===== config.mk =====
export PLATFORM = sky130hd
export DESIGN_NAME = clk_rst_rdy_gen
export DESIGN_NICKNAME = d
export VERILOG_FILES = /design/src/rtl/crg_pkg.sv /design/src/rtl/crg_divider.sv /design/src/rtl/crg_rst_sync.sv /design/src/rtl/crg_ready.sv /design/src/rtl/clk_rst_rdy_gen.sv
export SDC_FILE = /design/constraint.sdc
export NUM_CORES = 1
export LEC_CHECK = 0
export ABC_AREA = 1
export BUFFER_PORTS_ARGS = -buffer_cell sky130_fd_sc_hd__buf_2
export CELL_PAD_IN_SITES_DETAIL_PLACEMENT = 1
export CELL_PAD_IN_SITES_GLOBAL_PLACEMENT = 1
export CORE_AREA = 10 10 47 49
export CTS_CLUSTER_SIZE = 28
export DETAILED_ROUTE_END_ITERATION = 12
export DIE_AREA = 0 0 57 59
export GPL_TIMING_DRIVEN = 0
export HOLD_SLACK_MARGIN = 0.08
export PLACE_DENSITY_LB_ADDON = 0.08
export REMOVE_ABC_BUFFERS = 1
export SETUP_SLACK_MARGIN = 0.5
export SYNTH_ARGS = -nofsm -noshare
export SYNTH_HDL_FRONTEND = slang
export SYNTH_SLANG_ARGS = --single-unit

===== constraint.sdc =====
create_clock -name clk_in -period 1.5 [get_ports clk_in]
set_clock_uncertainty 0.1 [all_clocks]
set_input_delay 0.3 -clock clk_in [delete_from_list [all_inputs] [get_ports clk_in]]
set_output_delay 0.3 -clock clk_in [all_outputs]
set_load 0.02 [all_outputs]

===== src/rtl/crg_pkg.sv =====
package crg_pkg;

    localparam int CORE_DIV   = 3;
    localparam int PERIPH_DIV = 2 * CORE_DIV;
    localparam int PH_W       = $clog2(PERIPH_DIV + 2);

    // HOLD is encoding zero, so a two-state register powers up there.
    typedef enum bit [PH_W-1:0] {
        HOLD = 0,
        PH0  = 1,
        PH1  = 2,
        PH2  = 3,
        PH3  = 4,
        PH4  = 5,
        PH5  = 6
    } phase_e;

    function automatic bit core_high(input phase_e p);
        return (p == PH0) || (p == PH3);
    endfunction

    function automatic bit periph_high(input phase_e p);
        return (p == PH0) || (p == PH1) || (p == PH2);
    endfunction

endpackage


===== src/rtl/crg_divider.sv =====
module crg_divider
    import crg_pkg::*;
(
    input  logic clk,
    input  logic hold,
    output logic core_o,
    output logic periph_o,
    output logic boundary_o
);

    phase_e st;
    phase_e nxt;
    bit     core_r;
    bit     periph_r;
    bit     started;

    // Next-state process
    always_comb begin
        if (hold) begin
            nxt = HOLD;
        end else begin
            unique case (st)
                HOLD:    nxt = PH0;
                PH0:     nxt = PH1;
                PH1:     nxt = PH2;
                PH2:     nxt = PH3;
                PH3:     nxt = PH4;
                PH4:     nxt = PH5;
                PH5:     nxt = PH0;
                default: nxt = PH0;
            endcase
        end
    end

    // State register
    always_ff @(posedge clk) begin
        st <= nxt;
    end

    // Registered outputs decoded from the next state
    always_ff @(posedge clk) begin
        core_r   <= core_high(nxt);
        periph_r <= periph_high(nxt);
        started  <= 1'b1;
    end

    assign core_o     = core_r;
    assign periph_o   = periph_r;
    assign boundary_o = core_high(nxt);

    assert_hold_quiet_R4: assert property (@(posedge clk) disable iff (!started)
        hold |=> (!core_r && !periph_r));

    assert_core_third_R1: assert property (@(posedge clk) disable iff (hold)
        $rose(core_r) |=> !core_r ##1 !core_r);

    assert_periph_align_R2: assert property (@(posedge clk) disable iff (hold)
        $rose(periph_r) |-> core_r);

    assert_periph_half_R2: assert property (@(posedge clk) disable iff (hold)
        $rose(periph_r) |=> periph_r ##1 periph_r);

endmodule


===== src/rtl/crg_rst_sync.sv =====
module crg_rst_sync #(
    parameter int STAGES = 2
) (
    input  logic clk,
    input  logic arst_n,
    input  logic load,
    output logic rst_o
);

    bit [STAGES-1:0] chain;
    bit              rst_r;

    generate
        for (genvar i = 0; i < STAGES; i++) begin : g_stage
            if (i == 0) begin : g_first
                always_ff @(posedge clk) chain[0] <= ~arst_n;
            end else begin : g_next
                always_ff @(posedge clk) chain[i] <= chain[i-1];
            end
        end
    endgenerate

    always_ff @(posedge clk) begin
        if (load) rst_r <= chain[STAGES-1];
    end

    assign rst_o = rst_r;

endmodule


===== src/rtl/crg_ready.sv =====
module crg_ready (
    input  logic clk,
    input  logic rdy_a,
    input  logic sel_a_n,
    input  logic rdy_b,
    input  logic sel_b_n,
    input  logic one_stage,
    output logic ready_o
);

    logic     raw;
    bit       s1;
    bit       s2;
    bit [1:0] age;

    assign raw = (rdy_a & ~sel_a_n) | (rdy_b & ~sel_b_n);

    always_ff @(posedge clk) begin
        s1 <= raw;
        s2 <= s1;
        if (age != 2'd3) age <= age + 2'd1;
    end

    assign ready_o = one_stage ? s1 : s2;

    assert_one_stage_R8: assert property (@(posedge clk) disable iff (age != 2'd3)
        one_stage |-> ready_o == $past((rdy_a && !sel_a_n) || (rdy_b && !sel_b_n)));

    assert_two_stage_R9: assert property (@(posedge clk) disable iff (age != 2'd3)
        !one_stage |-> ready_o == $past((rdy_a && !sel_a_n) || (rdy_b && !sel_b_n), 2));

endmodule


===== src/rtl/clk_rst_rdy_gen.sv =====
module clk_rst_rdy_gen #(
    parameter int RST_STAGES = 2
) (
    input  logic clk_in,
    input  logic arst_req_n,
    input  logic phase_align,
    input  logic rdy_a,
    input  logic sel_a_n,
    input  logic rdy_b,
    input  logic sel_b_n,
    input  logic one_stage,
    output logic osc_pass,
    output logic core_clk,
    output logic periph_clk,
    output logic sys_reset,
    output logic ready_out
);

    logic boundary;

    assign osc_pass = clk_in;

    crg_divider u_div (
        .clk        (clk_in),
        .hold       (phase_align),
        .core_o     (core_clk),
        .periph_o   (periph_clk),
        .boundary_o (boundary)
    );

    crg_rst_sync #(.STAGES(RST_STAGES)) u_rst (
        .clk    (clk_in),
        .arst_n (arst_req_n),
        .load   (boundary),
        .rst_o  (sys_reset)
    );

    crg_ready u_rdy (
        .clk       (clk_in),
        .rdy_a     (rdy_a),
        .sel_a_n   (sel_a_n),
        .rdy_b     (rdy_b),
        .sel_b_n   (sel_b_n),
        .one_stage (one_stage),
        .ready_o   (ready_out)
    );

    // Covers both edges of the reset output
    assert_rst_boundary_R5: assert property (@(posedge clk_in) disable iff (phase_align)
        !$stable(sys_reset) |-> $rose(core_clk));

endmodule


* Word-level counts from Yosys, hierarchy flattened
Cells that the tools add are included.
** Cells by class
- Equality and inequality tests :: 9
- Multiplexer cells :: 3
- Bitwise logic cells :: 6
- Reduce and logical (&&, ||, !) cells :: 3
** Operators by type and width (number)
- one-hot mux 3 bit (5 select lines) :: 1
- equality test 3 x 2 -> 1 bit, second input constant :: 4
- equality test 3 bit, second input constant :: 3
- equality test 3 x 1 -> 1 bit, second input constant :: 2
- logical OR 1 bit :: 3
- two-way mux 3 bit :: 1
- NOT 1 bit :: 3
- AND 1 bit :: 2
- two-way mux 1 bit :: 1
- bitwise OR 1 bit :: 1
** Word-level totals
- Bits in registers :: 10
- Bits of input ports :: 8
- Output and inout bits :: 5
- Logic and storage cells :: 29

* Longest topological paths before layout
Gate-level depths: netlist (run 1).
- Depth in word-level cells :: 6
- Mapped depth :: 4
- Depth with buffers taken out :: 4

* By module
A second synthesis (run 1) with hierarchy kept.
** Second synthesis, totals
- Cells, all modules :: 46
- Area total of the unflattened synthesis :: 411.6 um2
** Modules (own cells, without submodules)
- crg_divider :: instances 1, cells an instance 30, area an instance 256.5 um2, sequential area each 100.1 um2
- crg_ready :: instances 1, cells an instance 11, area an instance 73.8 um2, sequential area each 40.0 um2
- crg_rst_sync :: instances 1, cells an instance 4, area an instance 73.8 um2, sequential area each 70.1 um2
- clk_rst_rdy_gen :: instances 1, cells an instance 1, area an instance 7.5 um2, sequential area each 0.0 um2

==> summary.md, run 1 <==
| Metric | Value |
|---|---|
| Outcome | finished clean |
| Pwr Density | 1530 mW/mm2 |
| Final WS setup | 11.9 ps |
| Share of cells above drive strength 1 | 63.3% |
| Hold Slack | 233 ps |
| Tot Pwr | 0.983 mW |
| Routed len/inst | 12.9 um |
| Syn_area_per_cell | 10.2 um2 |
| IO Count | 13 |
| DR DRC count | 0 |
| Dpl cells | 59 |
| PortBufs | 12 |
| Hold/Removal Path Class | reg -> reg |
| Leakage power total | 0.304 nW |
| Crit path max fanout | 2 |
| Final setup viols | 0 |
| Post-route cell area | 643 um2 |
| Crit end category | primary output |
| DP Worst Slack | 215 ps |
| Syn Inst Count | 32 |
| FF+latch count, synth | 10 |
| Routability Congestion | 0.710 |
| Core region area | 0.00140 mm2 |
| Die W | 57 um |
| Diodes inserted | 0 |
| Hpwl dp | 570 um |
| Final WL | 978 um |
| Clk slew on worst S/H paths | 60 ps |
| Max-Cap Viols | 0 |
| Syn. warnings | 0 |
| DRT antenna net count | 0 |
| Die height | 59 um |
| Clk Latency, worst-skew pair | 370 ps |
| Worst Setup Start Kind | clock port |
| Final core occ | 45.9% |
| Via density | 4.24 |
| DIE AREA | 0.00336 mm2 |
| Gr usage total | 7.03% |
| Worst EP arrival | 1090 ps |
| Critical path type | clk -> out |
| Slew Limit Fails | 0 |
| DRT Pass-1 Iters | 2 |
| Largest net degree at the start of global routing | 7 |
| Netlist Area Pre-Place | 327 um2 |
| Number of global-route vias before repair | 410 |
| Endpoints failing hold | 0 |
| Layout net count | 69 |
| TritonCTS clock tree | yes |
| Vias | 322 |
| Initial Util | 23.3% |
| Library cells used by synthesis | 14 |
| CP required | 1100 ps |
| First-pass GRT wire length | 1740 um |
| Worst-Margin Slew | 193 ps |
| Setup TNS | 0 ps |
| Relative slew margins | 87.1% |
| Seq/Total Area, Yosys | 64.4% |
| Num rows | 14 |
| Placed cell area | 399 um2 |
| Overflow after GRT | 0 |
| Worst vdd ir | 0.716 mV |
| Area Overhead vs Synth | 96.9% |
| RSZ-0062 raised after global routing | true |
| Post-route insts no fill | 76 |
| 1st-iter DRT viols | 4 |
| Initial antenna violation count | 0 |
-- worst max-delay path, cell delays in order --
cell and delay, ps:
clkbuf_8 110, buf_8 110, buf_8 120
-- cell usage in the layout, fill, tap and decap left out --
cell type      netlist  layout
edfxtp_1             1       1
buf_8                0       2
inv_1                5       4
mux2_4               0       1
clkbuf_8             0       2
a21oi_2              1       1
nor2_1               2       2
dfxtp_2              0       4
nand2_4              0       3
nand2_1              3       1
inv_4                0       2
nand3_2              1       2
nand3_1              2       1
buf_4                1       4
a21oi_1              3       3
dfxtp_4              0       2
buf_6                0       4
dfxtp_1              9       3
clkbuf_4             0       4
o22ai_1              1       1
buf_2                0       7
dlygate4sd3_1        0       6
-- state kept, by name (all words and copies together) (netlist names) --
| register | flops |
|---|---|
| u_div.st | 3 |
| u_div.core_o | 1 |
| u_rst.rst_o | 1 |
| u_rst.chain | 2 |
| u_rdy.s2 | 1 |
| u_div.periph_o | 1 |
| u_rdy.s1 | 1 |
-- where the power goes --
group	switching, mW	total, mW	leakage (nW)	internal, mW
logic	0.0477	0.110	0.170	0.0625
clock network	0.191	0.566	0.0476	0.375
registers	0.0155	0.307	0.0867	0.291
-- cell type report --
class / instances / area [um2]
Inverter: 6 / 27.5
Timing Repair Buffer: 21 / 170
Tap cell: 16 / 20.0
Clock buffer: 8 / 87.6
Fill cell: 161 / 758
Multi-Input combinational cell: 15 / 115
Sequential cell: 10 / 223
-- synthesized netlist by cell type, drive strengths merged --
cell,instances,area [um2]
a21oi,4,23.8
buf,1,7.51
mux2,1,11.3
dfxtp,9,180
nor2,2,7.51
nand3,3,20.0
nand2,4,17.5
o22ai,1,6.26
edfxtp,1,30.0
inv,6,22.5
-- logic make-up (layout without fill, tap and decap cells) --
logic type             count (synthesis)  count (layout)  synth area share (%)
flip-flops                            10              10                  64.4
AND/OR/NAND/NOR                        9               9                  13.8
buffers and inverters                  7              35                  9.20
multiplexers                           1               1                  3.45
AO/OA/AOI/OAI                          5               5                  9.20
-- routing by layer --
metal / vias up / GRT usage, % / share of wire, %
met5: - / 0 / 0
met4: 0 / 5.70 / 1.1
met3: 2 / 5.15 / 7.9
met2: 13 / 11.6 / 56
met1: 151 / 5.52 / 34
li1: 156 / - / -
-- worst paths after layout --
check,from,slack [ps],to,depth (start not counted)
worst max-delay path,clk_in,10,osc_pass,3
worst min-delay path,u_rst.chain[0],230,u_rst.chain[1],0
worst max register to register,u_div.st[1],360,u_rst.rst_o,4
worst min register to register,u_rst.chain[0],230,u_rst.chain[1],0
-- timing repair --
item	in CTS	in global routing
setup endpoints to repair	7	9
buffers inserted	4	0
resized for setup	22	10
hold buffers	6	1
endpoints found under the hold margin	7	5
pin swaps	2	2
(Power assumes the default switching activity.)
==> inputs of run 2 (changes only) <==
--- a/config.mk
+++ b/config.mk
@@ -20,4 +20,5 @@
 export SETUP_SLACK_MARGIN = 0.5
 export SYNTH_ARGS = -nofsm -noshare
 export SYNTH_HDL_FRONTEND = slang
+export SYNTH_HIERARCHICAL = 1
 export SYNTH_SLANG_ARGS = --single-unit
==> run 2 against run 1 <==
Final area increased by 20%; synthesized cell count increased by 44%; worst setup slack improved by 20 ps; wire length increased by 16%; core utilization increased by 9.0 points; count of clock-buffer cells in the layout unchanged.
==> summary.md, run 2 <==
| Metric | Value |
|---|---|
| DR DRC count | 0 (unchanged) |
| Overflow after GRT | 0 (unchanged) |
| Number of global-route vias before repair | 455 (+11%) |
| Most frequent cells in the layout | 9 x nand2_1, 8 x buf_6, 7 x buf_2, 7 x inv_1, 5 x dlygate4sd3_1 |
| Clock share of power | 47.9% (-9.7 points) |
| Comb pwr share | 21.9% (+11 points) |
| Num rows | 14 (unchanged) |
| Syn. warnings | 6 (+6) |
| Pwr Density | 1360 mW/mm2 (-11%) |
| First-pass GRT wire length | 1940 um (+12%) |
| Final setup viols | 0 (unchanged) |
| 1st-iter DRT viols | 1 (-3) |
| Critical path type | clk -> out |
| Dpl cells | 73 (+24%) |
| Slowest-stage cell, CP | buf_6 |
| Die height | 59 um (unchanged) |
| Syn_area_per_cell | 8.95 um2 (-12%) |
| Worst EP arrival | 1070 ps (-20 ps) |
| Synth top cells by count | 11 x nand2_1, 9 x dfxtp_1, 9 x inv_1 |
| Synth top area share | 43.8% (-11 points) |
| Worst-Margin Slew | 200 ps (+7.09 ps) |
| Sequential Power Share | 30.3% (-0.9 points) |
| Cell accounting for the most synthesized area | dfxtp_1 |
| Max-Cap Viols | 0 (unchanged) |
| RSZ-0062 raised after global routing | true |
| Share of cells above drive strength 1 | 61.8% (-1.5 points) |
| Library cells used by synthesis | 15 (+1) |
| CP required | 1100 ps (about the same) |
| Final WL | 1130 um (+16%) |
| Largest register FFs | 3 (unchanged) |
| Tot Pwr | 1.05 mW (+6.4%) |
| Synth async-reset ratio | 0% (unchanged) |
| Hold Crit Depth | 4 (+4) |
| Hpwl dp | 651 um (+14%) |
| Largest registers | u_div/st (3), u_rst/chain (2) |
| Layout net count | 86 (+25%) |
| Hold Slack | 150 ps (-82.3 ps) |
| Via density | 4.26 (+0.57%) |
| Switching Fraction | 29.8% (+3.9 points) |
| Most common cell in the netlist | nand2_1 |
| Largest Register | u_div/st |
| Commonest non-fill, non-tap cell in the layout | nand2_1 |
| Crit path max fanout | 2 (unchanged) |
| Die W | 57 um (unchanged) |
| Routability Congestion | 0.661 (-6.9%) |
| Slew Limit Fails | 0 (unchanged) |
| Largest net degree at the start of global routing | 7 (unchanged) |
| Crit end category | primary output |
| Diodes inserted | 0 (unchanged) |
| Area Overhead vs Synth | 86.9% |
| Post-synth EDFFs | 1 (unchanged) |
| Most used DFF post-synth | dfxtp_1 |
| TritonCTS clock tree | yes |
| Placed cell area | 484 um2 (+21%) |
| IO Count | 13 (unchanged) |
| DRT Pass-1 Iters | 4 (+2) |
| Netlist Area Pre-Place | 412 um2 (+26%) |
| Vias | 392 (+22%) |
| Initial Util | 29.4% (+6.1 points) |
| Core region area | 0.00140 mm2 (unchanged) |
| Seq/Total Area, Yosys | 51.1% (-13 points) |
| Relative slew margins | 86.6% (-0.45 points) |
| DRT antenna net count | 0 (unchanged) |
| Syn Inst Count | 46 (+44%) |
| Post-route cell area | 769 um2 (+20%) |
| Crit-path most repeated cell | buf_8 |
| PortBufs | 12 (unchanged) |
| Critical Path Max Stage Delay | 120 ps (about the same) |
| Internal | 0.734 mW (+0.79%) |
| Clk Latency, worst-skew pair | 360 ps (about the same) |
| R2R cell count | 6 (+2) |
| Clk slew on worst S/H paths | 60 ps (about the same) |
| Hold/Removal Path Class | in -> reg |
| DIE AREA | 0.00336 mm2 (unchanged) |
| Net Switching | 0.312 mW (+23%) |
| Outcome | finished clean |
| CP Cell Sequence | buf_8 -> buf_8 -> buf_6 |
| Worst Setup Start Kind | clock port |
| Worst vdd ir | 0.897 mV (+25%) |
| Endpoints failing hold | 0 (unchanged) |
| Initial antenna violation count | 0 (unchanged) |
| Post-route insts no fill | 92 (+21%) |
| FF+latch count, synth | 10 (unchanged) |
| Ranking of synthesized cells by area | dfxtp_1 44%, nand2_1 10%, inv_1 8.2%, nand3_2 7.3%, edfxtp_1 7.3% |
| Gr usage total | 7.66% (+0.63 points) |
| Routed len/inst | 12.3 um (-4.3%) |
| Leakage power total | 0.377 nW (+24%) |
-- run 2: final timing paths --
| check | slack, ps | startpoint | to |
|---|---|---|---|
| worst min-delay path | 150 | phase_align | u_div/core_o |
| worst max register to register | 80 | u_div/st[1] | u_rst/rst_o |
| worst min register to register | 230 | u_rst/chain[0] | u_rst/chain[1] |
| worst max-delay path | 30 | clk_in | osc_pass |
-- run 2: layout make-up --
class	instances	area, um2
Clock buffer	8	75.1
Fill cell	167	632
Inverter	10	40.0
Multi-Input combinational cell	25	221
Sequential cell	10	219
Tap cell	16	20.0
Timing Repair Buffer	23	194
-- run 2: cells by family (layout without fill, tap and decap cells) --
family | after synthesis | count (layout) | synth area share [%]
and+or+nand+nor | 22 | 22 | 31.0
DFF | 10 | 10 | 51.1
adders and majority gates | 1 | 1 | 3.04
buffers and inverters | 11 | 41 | 10.9
AOI/OAI and AO/OA | 2 | 2 | 3.95
-- run 2: per-stage QoR --
step,TNS [ps],setup WS [ps],utilization (%)
after floorplan,0,9.56,-
after global placement,-99.5,-99.5,34.6
after detailed placement,-124,-124,34.6
after CTS,-2.66,-2.66,51.7
after global routing,0,21.9,54.9
final,0,32.3,54.9
-- run 2: worst max-delay path: cells and delay by family --
family / cells / cell delay, ps
buffers and inverters: 3 / 320
-- run 2: routing by layer --
metal,track usage (%),routed length (um),part of all wire [%]
met5,0,0,0
met4,7.38,17,1.5
met3,5.36,69,6.1
met2,11.9,617,54
met1,6.31,428,38
-- run 2: repair_timing --
| item | CTS | global route |
|---|---|---|
| hold buffers | 5 | 0 |
| setup endpoints to repair | 11 | 11 |
| cloned | 0 | 0 |
| pin swaps | 5 | 6 |
| resized for setup | 31 | 6 |
| endpoints found under the hold margin | 2 | 0 |
| buffers inserted | 3 | 4 |
-- run 2: power groups by stage --
| stage | logic [mW] | registers (mW) | clock network [mW] |
|---|---|---|---|
| after floorplan | 0.0702 | 0.334 | 0 |
| after global placement | 0.127 | 0.317 | 0.0623 |
| after detailed placement | 0.128 | 0.317 | 0.0623 |
| after CTS | 0.210 | 0.318 | 0.482 |
| after global routing | 0.248 | 0.320 | 0.554 |
| final | 0.229 | 0.317 | 0.501 |
